**src/rtl/tdm_framer.sv**
```systemverilog
module tdm_framer #(
  parameter int SLOTS = 32,
  parameter int W = 8,
  parameter logic [W-1:0] SUB_BYTE = W'(2)
) (
  input  logic                     clk,
  input  logic                     rst,
  input  logic                     bit_en,
  input  logic [SLOTS*W-1:0]       src_bytes,
  output logic                     ser_out,
  output logic                     frame_sync,
  output logic [$clog2(SLOTS)-1:0] slot_idx
);
  localparam int PW = $clog2(W);
  localparam int SW = $clog2(SLOTS);
  localparam int CW = PW + SW;

  logic [CW-1:0] cnt;
  logic [W-1:0]  shreg;
  logic [SW-1:0] nxt;
  logic [W-1:0]  fetched;
  logic [W-1:0]  coded;
  logic          last_bit;

  assign last_bit   = &cnt[PW-1:0];
  assign slot_idx   = cnt[CW-1:PW];
  assign nxt        = slot_idx + 1'b1;
  assign fetched    = src_bytes[nxt*W +: W];
  assign coded      = (fetched == '0) ? SUB_BYTE : fetched;
  assign ser_out    = shreg[W-1];
  assign frame_sync = &cnt;

  always_ff @(posedge clk) begin
    if (rst) begin
      cnt   <= '0;
      shreg <= '0;
    end else if (bit_en) begin
      cnt   <= cnt + 1'b1;
      shreg <= last_bit ? coded : {shreg[W-2:0], 1'b0};
    end
  end
endmodule

```
**config.mk**
```make
export PLATFORM = sky130hd
export DESIGN_NAME = tdm_framer
export DESIGN_NICKNAME = d
export VERILOG_FILES = /design/src/rtl/tdm_framer.sv
export SDC_FILE = /design/constraint.sdc
export NUM_CORES = 1
export LEC_CHECK = 0
export BUFFER_PORTS_ARGS = -buffer_cell sky130_fd_sc_hd__buf_2
export CORE_AREA = 2 2 104 106
export CTS_CLUSTER_SIZE = 8
export DETAILED_ROUTE_END_ITERATION = 16
export DIE_AREA = 0 0 106 108
export PLACE_DENSITY = 0.63
export SLEW_MARGIN = 20
export SYNTH_ARGS = -nofsm -noshare
export SYNTH_HDL_FRONTEND = slang
export SYNTH_SLANG_ARGS = --single-unit
```
**constraint.sdc**
```tcl
create_clock -name clk -period 5.37 [get_ports clk]
set_clock_uncertainty 0.05 [all_clocks]
set_input_delay 1.074 -clock clk [delete_from_list [all_inputs] [get_ports clk]]
set_output_delay 1.074 -clock clk [all_outputs]
set_load 0.05 [all_outputs]
```
# Word-level counts from Yosys, hierarchy flattened
# Cells that the tools add are included.
# totals
word_cells,10
out_inout_bits,7
inputBits,259
ff_bits,16
# classes
add_sub_neg,2
mux,2
n_shift,1
reduce_logical,3
# ops
cell,count
256-bit by 9-bit indexed part select with 8-bit output,1
8-bit two-way mux,2
"8-bit by 1-bit adder with 8-bit output, second input constant",1
8-bit logical NOT,1
8-bit AND reduction,1
"5-bit by 1-bit adder with 5-bit output, second input constant",1
3-bit AND reduction,1

# Longest topological paths before layout
# Gate-level depths: netlist (run 1).
# logic_depth
depth_word,5
mapped_depth,10
depth_no_buf,8

# Worst setup path before layout (run 1)
# No wires, ideal clock.
# synth_timing
path_kind,reg2out
startpoint,register cnt[3]
endpoint,output port frame_sync
required_time_ps,4246
arrival_time_ps,1654
slack_ps,2592
path_stages_with_launch,6
n_path_buf,3
path_cell_list,dfxtp_1 > clkbuf_2 > buf_2 > buf_4 > and3_1 > and3_1
# synth_between
elab_chain_cells,1
# synth_lines
element,line_no,source
from (decl),18,logic [CW-1:0] cnt;
from (signal assigned),38,cnt <= cnt + 1'b1;
8-bit AND reduction,31,assign frame_sync = &cnt;
to (decl),11,"output logic frame_sync,"
# Every way passes these cells.

# Final worst setup path (run 1)
# layout_timing
startpoint,register cnt[4]
endpoint,register shreg[2]
# layout_between
elab_chain_cells,5
# layout_lines
element,line_no,source
5-bit by 1-bit adder with 5-bit output *,27,assign nxt = slot_idx + 1'b1;
256-bit by 9-bit indexed part select with 8-bit output *,28,assign fetched = src_bytes[nxt*W +: W];
8-bit logical NOT,29,assign coded = (fetched == '0) ? SUB_BYTE : fetched;
8-bit two-way mux *,29,
8-bit two-way mux *,39,"shreg <= last_bit ? coded : {shreg[W-2:0], 1'b0};"
to (signal assigned),39,
to (decl),19,logic [W-1:0] shreg;
# Every way passes the cells marked *; elsewhere a longest branch is shown, timed or not.
# A chain may end at the register's enable or synchronous reset.

==> results.cfg, run 1 <==
[synth]
synthArstFlopShare_pct = 0
yosys_warnings = 0
synth_top_family_by_area = multiplexers
synthCells = 285
synth_edf_count = 0
ys_ff_latch = 16
synth_area_leader_cell = mux4_2
synth_fa_ha_area_share_pct = 1.30
syn_area_per_cell_um2 = 10.1
synthTopCellsByArea = mux4_2 (51%), dfxtp_1 (11%), nand2_1 (8.6%)
synth_compound_area_share_pct = 4.20
synth.distinct_cells = 32
synthesis.nets = 547
synthDominantCellAreaShare_pct = 51.5
ys.flop_type = dfxtp_1
synthSimpleGateAreaFrac_pct = 21.1
yosysSeqAreaShare_pct = 11.1
synthXorXnorAreaFrac_pct = 2.95
netlist_area_um2 = 2890
synth_mux_area_share_pct = 52.5

[layout]
drive_gt1_share_pct = 65.1
syn2layout_area_growth_pct = 48.9
finalInstanceArea_um2 = 4300
antenna_cells = 0
nNetsFinal = 788

[routing]
viasPerCell = 5.13
wire_per_inst_um = 17.9
dr_total_vias = 3388
ant_nets = 0
drt_pre_antenna_iters = 4
wirelength_mm = 11.8
drtIter0Drc = 208
drc = 0

[floorplan]
dieArea_um2 = 11400
fp.dieH_um = 108
core_area_um2 = 10200
ios = 266
rows = 37
initial_utilization_pct = 28.2
fp.dieW_um = 106

[power_and_ir_drop]
power.total_uw = 396
p_leak_nw = 1.96
ir_worst_vdd_v = 0.0000566
power_density_nw_per_um2 = 92.1

[worst_hold_path]
min_path_type = reg -> reg

[global_route]
track_usage_pct = 20.2
grt_pass1_wl_mm = 18.1
grt_overflow = 0
antenna_found_initial = 0
grt_pass1_vias = 3696
grt_max_degree = 65

[clock_network]
cts_root_buf = clkbuf_8
ctsHtreeMaxLevel = 1
cts_buffers = 3
clk_pin_slew_worst_paths_ns = 0.07
clock-sinks = 16
insertion_delay_ns = 0.25
postCtsSetupBuffers = 0
cts_resized = 0
cts_buffer_depth = 2
cts_tree = yes
postCtsHoldBufs = 0

[sta]
worst_pin_slew_ns = 1.05
relSlewSlack_pct = 30.3
layout_setup_ws_ns = 2.43
drv_slew = 0
finalCritPeriodShare_pct = 54.7
setup_tns_ns = 0
rsz0062_at_grt = no
finalSetupViolCount = 0
period_minus_slack_ns = 2.94
fmax_mhz = 340
hold_viol = 0
fin_hold_ws_ns = 0.431

[place]
dp_slack_ns = 2.38
place_hpwl_mm = 10.2
io_buffers = 265
dpl_cell_area_um2 = 4240
gp_congestion = 0.926

[critical_path]
cp-start-kind = flip-flop
reg2reg_depth = 8
r2r_slack_ns = 2.43
r2r-start = cnt[4]$_SDFFE_PP0P_
cp.arrival_ns = 3.06
crit_fanout = 45
crit_end = shreg[2]$_SDFFE_PP0P_
r2r_end = shreg[2]$_SDFFE_PP0P_
crit_required_ns = 5.49
cp-startpoint = cnt[4]$_SDFFE_PP0P_
crit_type = reg -> reg
cp-end-kind = flip-flop

[job]
drv_cap = 0

[run_status]
status = complete, no violations
-- logic make-up after synthesis --
logic type	Yosys count
AOI/OAI and AO/OA	17
DFF	16
muxes	69
adders and majority gates	3
and+or+nand+nor	137
xor gates and xnor gates	8
buffers and inverters	35
-- layer usage --
layer	GRT usage [%]	vias to the layer above	share of wire, %
met4	4.23	0	1.8
met1	24.1	1615	38
li1	-	1594	-
met3	3.44	21	7.0
met2	38.0	158	53
met5	0	-	0
-- metrics by stage --
step	instances	utilization (%)
2_1_floorplan	285	-
3_3_place_gp	657	41.4
3_5_place_dp	657	41.4
4_1_cts	661	42.0
5_1_grt	661	42.0
6_report	661	42.0
-- critical path, stage by stage, from the launching register on --
cell and delay, ns:
dfxtp_1 0.36, ha_2 1.04, buf_4 0.41, mux4_2 0.23, nand2_1 0.07, nand3_1 0.14
nand4_1 0.13, o211a_1 0.22, nor3_1 0.16
-- flip-flops by register name, indices dropped and copies added (netlist names) --
register,count
cnt,8
shreg,8
-- cells in the final DEF (no fill, tap or decap) --
cell type | Yosys | layout
buf_6 | 1 | 1
nor2b_1 | 1 | 1
nand3b_1 | 1 | 1
or3_1 | 2 | 2
o22ai_1 | 1 | 1
dfxtp_4 | 0 | 1
nor3_1 | 6 | 6
ha_2 | 0 | 1
xnor2_1 | 2 | 2
o21a_1 | 1 | 1
o211a_1 | 6 | 6
buf_4 | 13 | 2
and3_1 | 3 | 3
buf_2 | 6 | 265
a21o_1 | 1 | 1
nand4_1 | 11 | 11
nand2_1 | 66 | 66
mux2i_1 | 3 | 3
a21oi_1 | 3 | 3
o21ai_1 | 1 | 1
dfxtp_1 | 16 | 15
ha_1 | 3 | 2
clkbuf_8 | 0 | 4
xor2_1 | 4 | 4
xor2_2 | 1 | 1
xnor2_4 | 0 | 1
nand3_1 | 31 | 31
nor2_1 | 15 | 15
mux4_2 | 66 | 66
inv_1 | 3 | 3
o21ai_0 | 4 | 4
nand2b_1 | 1 | 1
-- where the power goes --
group          internal [mW]  leakage [nW]  switching [mW]
logic                  0.108          1.80          0.0536
clock network         0.0650        0.0288          0.0434
registers              0.123         0.131         0.00284
-- cell usage after synthesis, types with 2 or more instances --
library cell  count
dfxtp_1          16
nand4_1          11
and3_1            3
buf_2             6
a21oi_1           3
nor2_1           15
or3_1             2
buf_1             2
mux4_2           66
ha_1              3
nand3_1          31
xnor2_1           2
o21ai_0           4
nor3_1            6
xor2_1            4
clkbuf_1          9
o211a_1           6
inv_1             3
mux2i_1           3
buf_4            13
nand2_1          66
-- final cells by class --
| type | instances | area, um^2 |
|---|---|---|
| Fill cell | 1040 | 5930 |
| Multi-Input combinational cell | 234 | 2380 |
| Timing Repair Buffer | 268 | 1350 |
| Sequential cell | 16 | 324 |
| Tap cell | 136 | 170 |
| Clock buffer | 4 | 55.1 |
| Inverter | 3 | 11.3 |
-- how the worst min path moves through the flow --
stage,start,end,slack [ns],cells after the start
2_1_floorplan,shreg[2]$_SDFFE_PP0P_,shreg[2]$_SDFFE_PP0P_,0.40,2
3_3_place_gp,shreg[2]$_SDFFE_PP0P_,shreg[2]$_SDFFE_PP0P_,0.41,2
4_1_cts,shreg[3]$_SDFFE_PP0P_,shreg[3]$_SDFFE_PP0P_,0.43,2
5_1_grt,shreg[6]$_SDFFE_PP0P_,shreg[6]$_SDFFE_PP0P_,0.47,2
6_report,shreg[4]$_SDFFE_PP0P_,shreg[4]$_SDFFE_PP0P_,0.43,2
3_5_place_dp,shreg[3]$_SDFFE_PP0P_,shreg[3]$_SDFFE_PP0P_,0.41,2
No activity file was read; power rests on OpenSTA's default activity.
==> inputs of run 2 (changes only) <==
--- a/config.mk
+++ b/config.mk
@@ -6,11 +6,11 @@
 export NUM_CORES = 1
 export LEC_CHECK = 0
 export BUFFER_PORTS_ARGS = -buffer_cell sky130_fd_sc_hd__buf_2
-export CORE_AREA = 2 2 104 106
+export CORE_AREA = 2 2 105 107
 export CTS_CLUSTER_SIZE = 8
 export DETAILED_ROUTE_END_ITERATION = 16
-export DIE_AREA = 0 0 106 108
-export PLACE_DENSITY = 0.63
+export DIE_AREA = 0 0 107 109
+export PLACE_DENSITY = 0.62
 export SLEW_MARGIN = 20
 export SYNTH_ARGS = -nofsm -noshare
 export SYNTH_HDL_FRONTEND = slang
==> constraint.sdc (replaced) <==
create_clock -name clk -period 2.85 [get_ports clk]
set_clock_uncertainty 0.05 [all_clocks]
set_input_delay 0.57 -clock clk [delete_from_list [all_inputs] [get_ports clk]]
set_output_delay 0.57 -clock clk [all_outputs]
set_load 0.05 [all_outputs]
==> run 2 against run 1 <==
Net effect: register-to-register slack worse by 2.1 ns; combinational power up 91%; largest cell class unchanged; total power up 91%; non-clock buffer count up 9; routed wire length up 1.7%; global-route usage up 0.054 points.
==> results.cfg, run 2 (synthesis gave the netlist of run 1 again) <==
[run_status]
status = complete, no violations

[global_route]
track_usage_pct = 20.2
grt_overflow = 0
grt_max_degree = 24
antenna_found_initial = 1
grt_pass1_vias = 3505
grt_pass1_wl_mm = 18.1

[routing]
ant_nets = 0
wirelength_mm = 12.0
drtIter0Drc = 143
drc = 0
drt_pre_antenna_iters = 4
dr_total_vias = 3496
wire_per_inst_um = 17.8
viasPerCell = 5.18

[clock_network]
postCtsSetupBuffers = 0
clk_pin_slew_worst_paths_ns = 0.07
cts_resized = 0
cts_root_buf = clkbuf_8
cts_buffer_depth = 2
cts_buffers = 3
cts_tree = yes
postCtsHoldBufs = 0
ctsHtreeMaxLevel = 1
clock-sinks = 16
insertion_delay_ns = 0.25

[sta]
drv_slew = 0
finalCritPeriodShare_pct = 87.8
period_minus_slack_ns = 2.50
worst_pin_slew_ns = 0.497
setup_tns_ns = 0
finalSetupViolCount = 0
rsz0062_at_grt = no
fmax_mhz = 400
hold_viol = 0
relSlewSlack_pct = 66.7

[critical_path]
cp-start-kind = flip-flop
cp-end-kind = flip-flop
cp.arrival_ns = 2.59
crit_required_ns = 2.94
crit_fanout = 20
crit_type = reg -> reg

[worst_hold_path]
min_path_type = reg -> reg

[floorplan]
fp.dieH_um = 109
rows = 38
fp.dieW_um = 107
ios = 266
dieArea_um2 = 11700
initial_utilization_pct = 27.2
core_area_um2 = 10600

[job]
drv_cap = 0

[power_and_ir_drop]
swShare_pct = 26.2
power_density_nw_per_um2 = 173
clockPowerShare_pct = 27.8
internal-power_uw = 558
seq_power_share_pct = 31.3
p_comb_share_pct = 40.9
ir_worst_vdd_v = 0.000137
switching_power_uw = 198
p_leak_nw = 2.00

[layout]
ff_latch_area_um2 = 324
drive_gt1_share_pct = 65.7
finalNonFillerCells = 675
syn2layout_area_growth_pct = 51.3
fillCellCount = 1099
layout_common_cells = buf_2 (265), nand2_1 (66), mux4_2 (66), nand3_1 (31)
multi_input_area_um2 = 2380
nNetsFinal = 797
final_common_cell = buf_2
top_regs = cnt: 8 flops, shreg: 8 flops

[place]
dp_cells = 670
place_hpwl_mm = 10.7
gp_congestion = 0.944
io_buffers = 265
## run 2: cell types whose count changed in the layout (fill, tap and decap cells not counted)
cell,change
buf_4,+10
diode_2,+1
buf_6,-1
## run 2: worst paths after layout
kind	slack [ns]	endpoint	cells after the start	start
hold reg to reg	0.43	shreg[3]$_SDFFE_PP0P_	2	shreg[3]$_SDFFE_PP0P_
hold / removal	0.43	shreg[3]$_SDFFE_PP0P_	2	shreg[3]$_SDFFE_PP0P_
setup / recovery	0.35	shreg[0]$_SDFFE_PP0P_	8	cnt[3]$_SDFFE_PP0P_
setup reg to reg	0.35	shreg[0]$_SDFFE_PP0P_	8	cnt[3]$_SDFFE_PP0P_
## run 2: cell type report
| class | instances | area share [%] |
|---|---|---|
| multi-input combinational | 234 | 54.6 |
| sequential | 16 | 7.42 |
| inverter | 3 | 0.258 |
| clock buffer | 4 | 1.26 |
| timing repair buffer | 277 | 32.4 |
| tap | 140 | 4.01 |
| antenna | 1 | 0.0573 |
## run 2: power by group through the flow
stage	combinational [mW]	clock [mW]	sequential, mW
after floorplan	0.110	0	0.244
after global placement	0.304	0	0.241
after detailed placement	0.310	0	0.241
after CTS	0.312	0.214	0.236
after global routing	0.339	0.226	0.238
final	0.309	0.210	0.237
## run 2: critical path, cell delays in order (launching register included)
cell	delay (ns)
dfxtp_4	0.42
ha_2	0.50
buf_4	0.34
mux4_2	0.37
nand2_1	0.09
nand3_1	0.10
nand4_1	0.24
o22ai_1	0.12
nor2b_1	0.15
## run 2: layer usage
layer / wire length, um / vias up / GRT usage [%]
met5: 0 / - / 0
met4: 259 / 0 / 5.84
met3: 766 / 22 / 3.23
met2: 6390 / 165 / 35.9
met1: 4610 / 1694 / 25.5
li1: - / 1615 / -
## run 2: stage by stage
stage               setup WS (ns)  cell area (um^2)  power [mW]  util, %  hold slack, ns
global placement            0.416              4310       0.545     40.7           0.415
detailed placement          0.367              4310       0.552     40.7           0.416
floorplan                   0.447              2890       0.354        -           0.402
finish                      0.347              4370       0.756     41.2           0.432
CTS                         0.349              4370       0.763     41.2           0.430
global route                0.255              4370       0.802     41.2           0.448
==> inputs of run 3 (changes only) <==
--- a/config.mk
+++ b/config.mk
@@ -10,7 +10,7 @@
 export CTS_CLUSTER_SIZE = 8
 export DETAILED_ROUTE_END_ITERATION = 16
 export DIE_AREA = 0 0 107 109
-export PLACE_DENSITY = 0.62
+export PLACE_DENSITY_LB_ADDON = 0.12
 export SLEW_MARGIN = 20
 export SYNTH_ARGS = -nofsm -noshare
 export SYNTH_HDL_FRONTEND = slang
==> run 3 against run 2 <==
Net effect: sequential cell count did not move; global-route usage increased by 0.21 points; critical path depth unchanged; die area stayed put; sequential power is essentially flat; setup slack improved by 0.054 ns; first-iteration DRC count shrank 13%; total power fell by 4.4%; clock power fell by 13%; cell area decreased by 0.46%; via count down 1.8%; critical endpoint unchanged; largest power group unchanged.
==> results.cfg, run 3 (synthesis gave the netlist of run 1 again) <==
[run_status]
status = complete, no violations

[critical_path]
crit_required_ns = 2.93
r2r-start = cnt[3]$_SDFFE_PP0P_
cp_slowest_cell = ha_2
cp-start-kind = flip-flop
crit_path_cell_trace = ha_2, buf_4, mux4_2, nand2_1, nand3_1, nand4_1, o22ai_1, nor2b_1
crit_type = reg -> reg
crit_fanout = 26
cp.arrival_ns = 2.53
cp-end-kind = flip-flop
reg2reg_depth = 8
r2r_end = shreg[0]$_SDFFE_PP0P_
r2r_slack_ns = 0.40
critical-path-max-stage-delay_ns = 0.50

[sta]
period_minus_slack_ns = 2.45
setup_tns_ns = 0
relSlewSlack_pct = 62.7
finalSetupViolCount = 0
fin_hold_ws_ns = 0.432
hold_viol = 0
finalCritPeriodShare_pct = 85.9
fmax_mhz = 408
worst_pin_slew_ns = 0.558
drv_slew = 0
layout_setup_ws_ns = 0.401
rsz0062_at_grt = no

[power_and_ir_drop]
power.total_uw = 723
power_density_nw_per_um2 = 166
ir_worst_vdd_v = 0.000143
p_leak_nw = 1.98

[global_route]
track_usage_pct = 20.4
grt_max_degree = 32
grt_pass1_wl_mm = 18.4
antenna_found_initial = 2
grt_pass1_vias = 3590
grt_overflow = 0

[worst_hold_path]
min_path_type = reg -> reg
worstHoldPathCells = 2
hold_path_end = shreg[3]$_SDFFE_PP0P_
worstHoldStart = shreg[3]$_SDFFE_PP0P_

[place]
gp_congestion = 0.912
dpl_cell_area_um2 = 4300
dp_cells = 667
dp_slack_ns = 0.390
place_hpwl_mm = 10.7
io_buffers = 265

[clock_network]
ctsHtreeMaxLevel = 1
insertion_delay_ns = 0.25
cts_buffer_depth = 2
cts_root_buf = clkbuf_8
cts_tree = yes
clock-sinks = 16
postCtsHoldBufs = 0
clk_pin_slew_worst_paths_ns = 0.07
cts_resized = 0
postCtsSetupBuffers = 0
cts_buffers = 3

[routing]
dr_total_vias = 3434
viasPerCell = 5.11
drc = 0
wire_per_inst_um = 18.1
wirelength_mm = 12.2
drt_pre_antenna_iters = 6
drtIter0Drc = 124
ant_nets = 0

[floorplan]
fp.dieH_um = 109
rows = 38
ios = 266
dieArea_um2 = 11700
initial_utilization_pct = 27.2
core_area_um2 = 10600
fp.dieW_um = 107

[job]
drv_cap = 0

[layout]
drive_gt1_share_pct = 65.3
top_regs = cnt: 8 flops, shreg: 8 flops
syn2layout_area_growth_pct = 50.6
utilization_pct = 41.0
nNetsFinal = 794
finalNonFillerCells = 672
final_common_cell = buf_2
layout_common_cells = buf_2 (265), nand2_1 (66), mux4_2 (66), nand3_1 (31)
finalInstanceArea_um2 = 4350
## run 3: worst max path at each step
stage / startpoint / endpoint / slack [ns]
6_report: cnt[3]$_SDFFE_PP0P_ / shreg[0]$_SDFFE_PP0P_ / 0.40
5_1_grt: cnt[3]$_SDFFE_PP0P_ / shreg[2]$_SDFFE_PP0P_ / 0.25
4_1_cts: cnt[3]$_SDFFE_PP0P_ / shreg[4]$_SDFFE_PP0P_ / 0.37
3_5_place_dp: cnt[3]$_SDFFE_PP0P_ / shreg[4]$_SDFFE_PP0P_ / 0.39
3_3_place_gp: cnt[3]$_SDFFE_PP0P_ / shreg[4]$_SDFFE_PP0P_ / 0.39
2_1_floorplan: cnt[4]$_SDFFE_PP0P_ / shreg[1]$_SDFFE_PP0P_ / 0.45
## run 3: final cells by class
cell class / instances / area (um^2)
clock buffer: 4 / 45.0
tap: 140 / 175
multi-input combinational: 234 / 2380
antenna: 1 / 2.50
fill: 1074 / 6250
sequential: 16 / 324
inverter: 3 / 11.3
timing repair buffer: 274 / 1410
## run 3: metal layers
layer | global-route usage (%) | up-vias | share of wire (%)
met5 | 0 | - | 0.11
met4 | 2.60 | 2 | 0.86
met3 | 4.12 | 10 | 5.8
met2 | 38.9 | 130 | 55
met1 | 24.4 | 1682 | 38
li1 | - | 1610 | -
## run 3: report_power, final
| part | internal [mW] | switching (mW) |
|---|---|---|
| Clock | 0.0992 | 0.0825 |
| Sequential | 0.231 | 0.00549 |
| Combinational | 0.204 | 0.101 |
| Total | 0.534 | 0.189 |
## run 3: worst max-delay path, delay by kind of cell (launching register included)
kind	cells	cell delay [ns]
buf+inv	1	0.38
simple gates	4	0.49
mux	1	0.36
fa+ha+maj	1	0.50
flops	1	0.43
compound gates	1	0.10
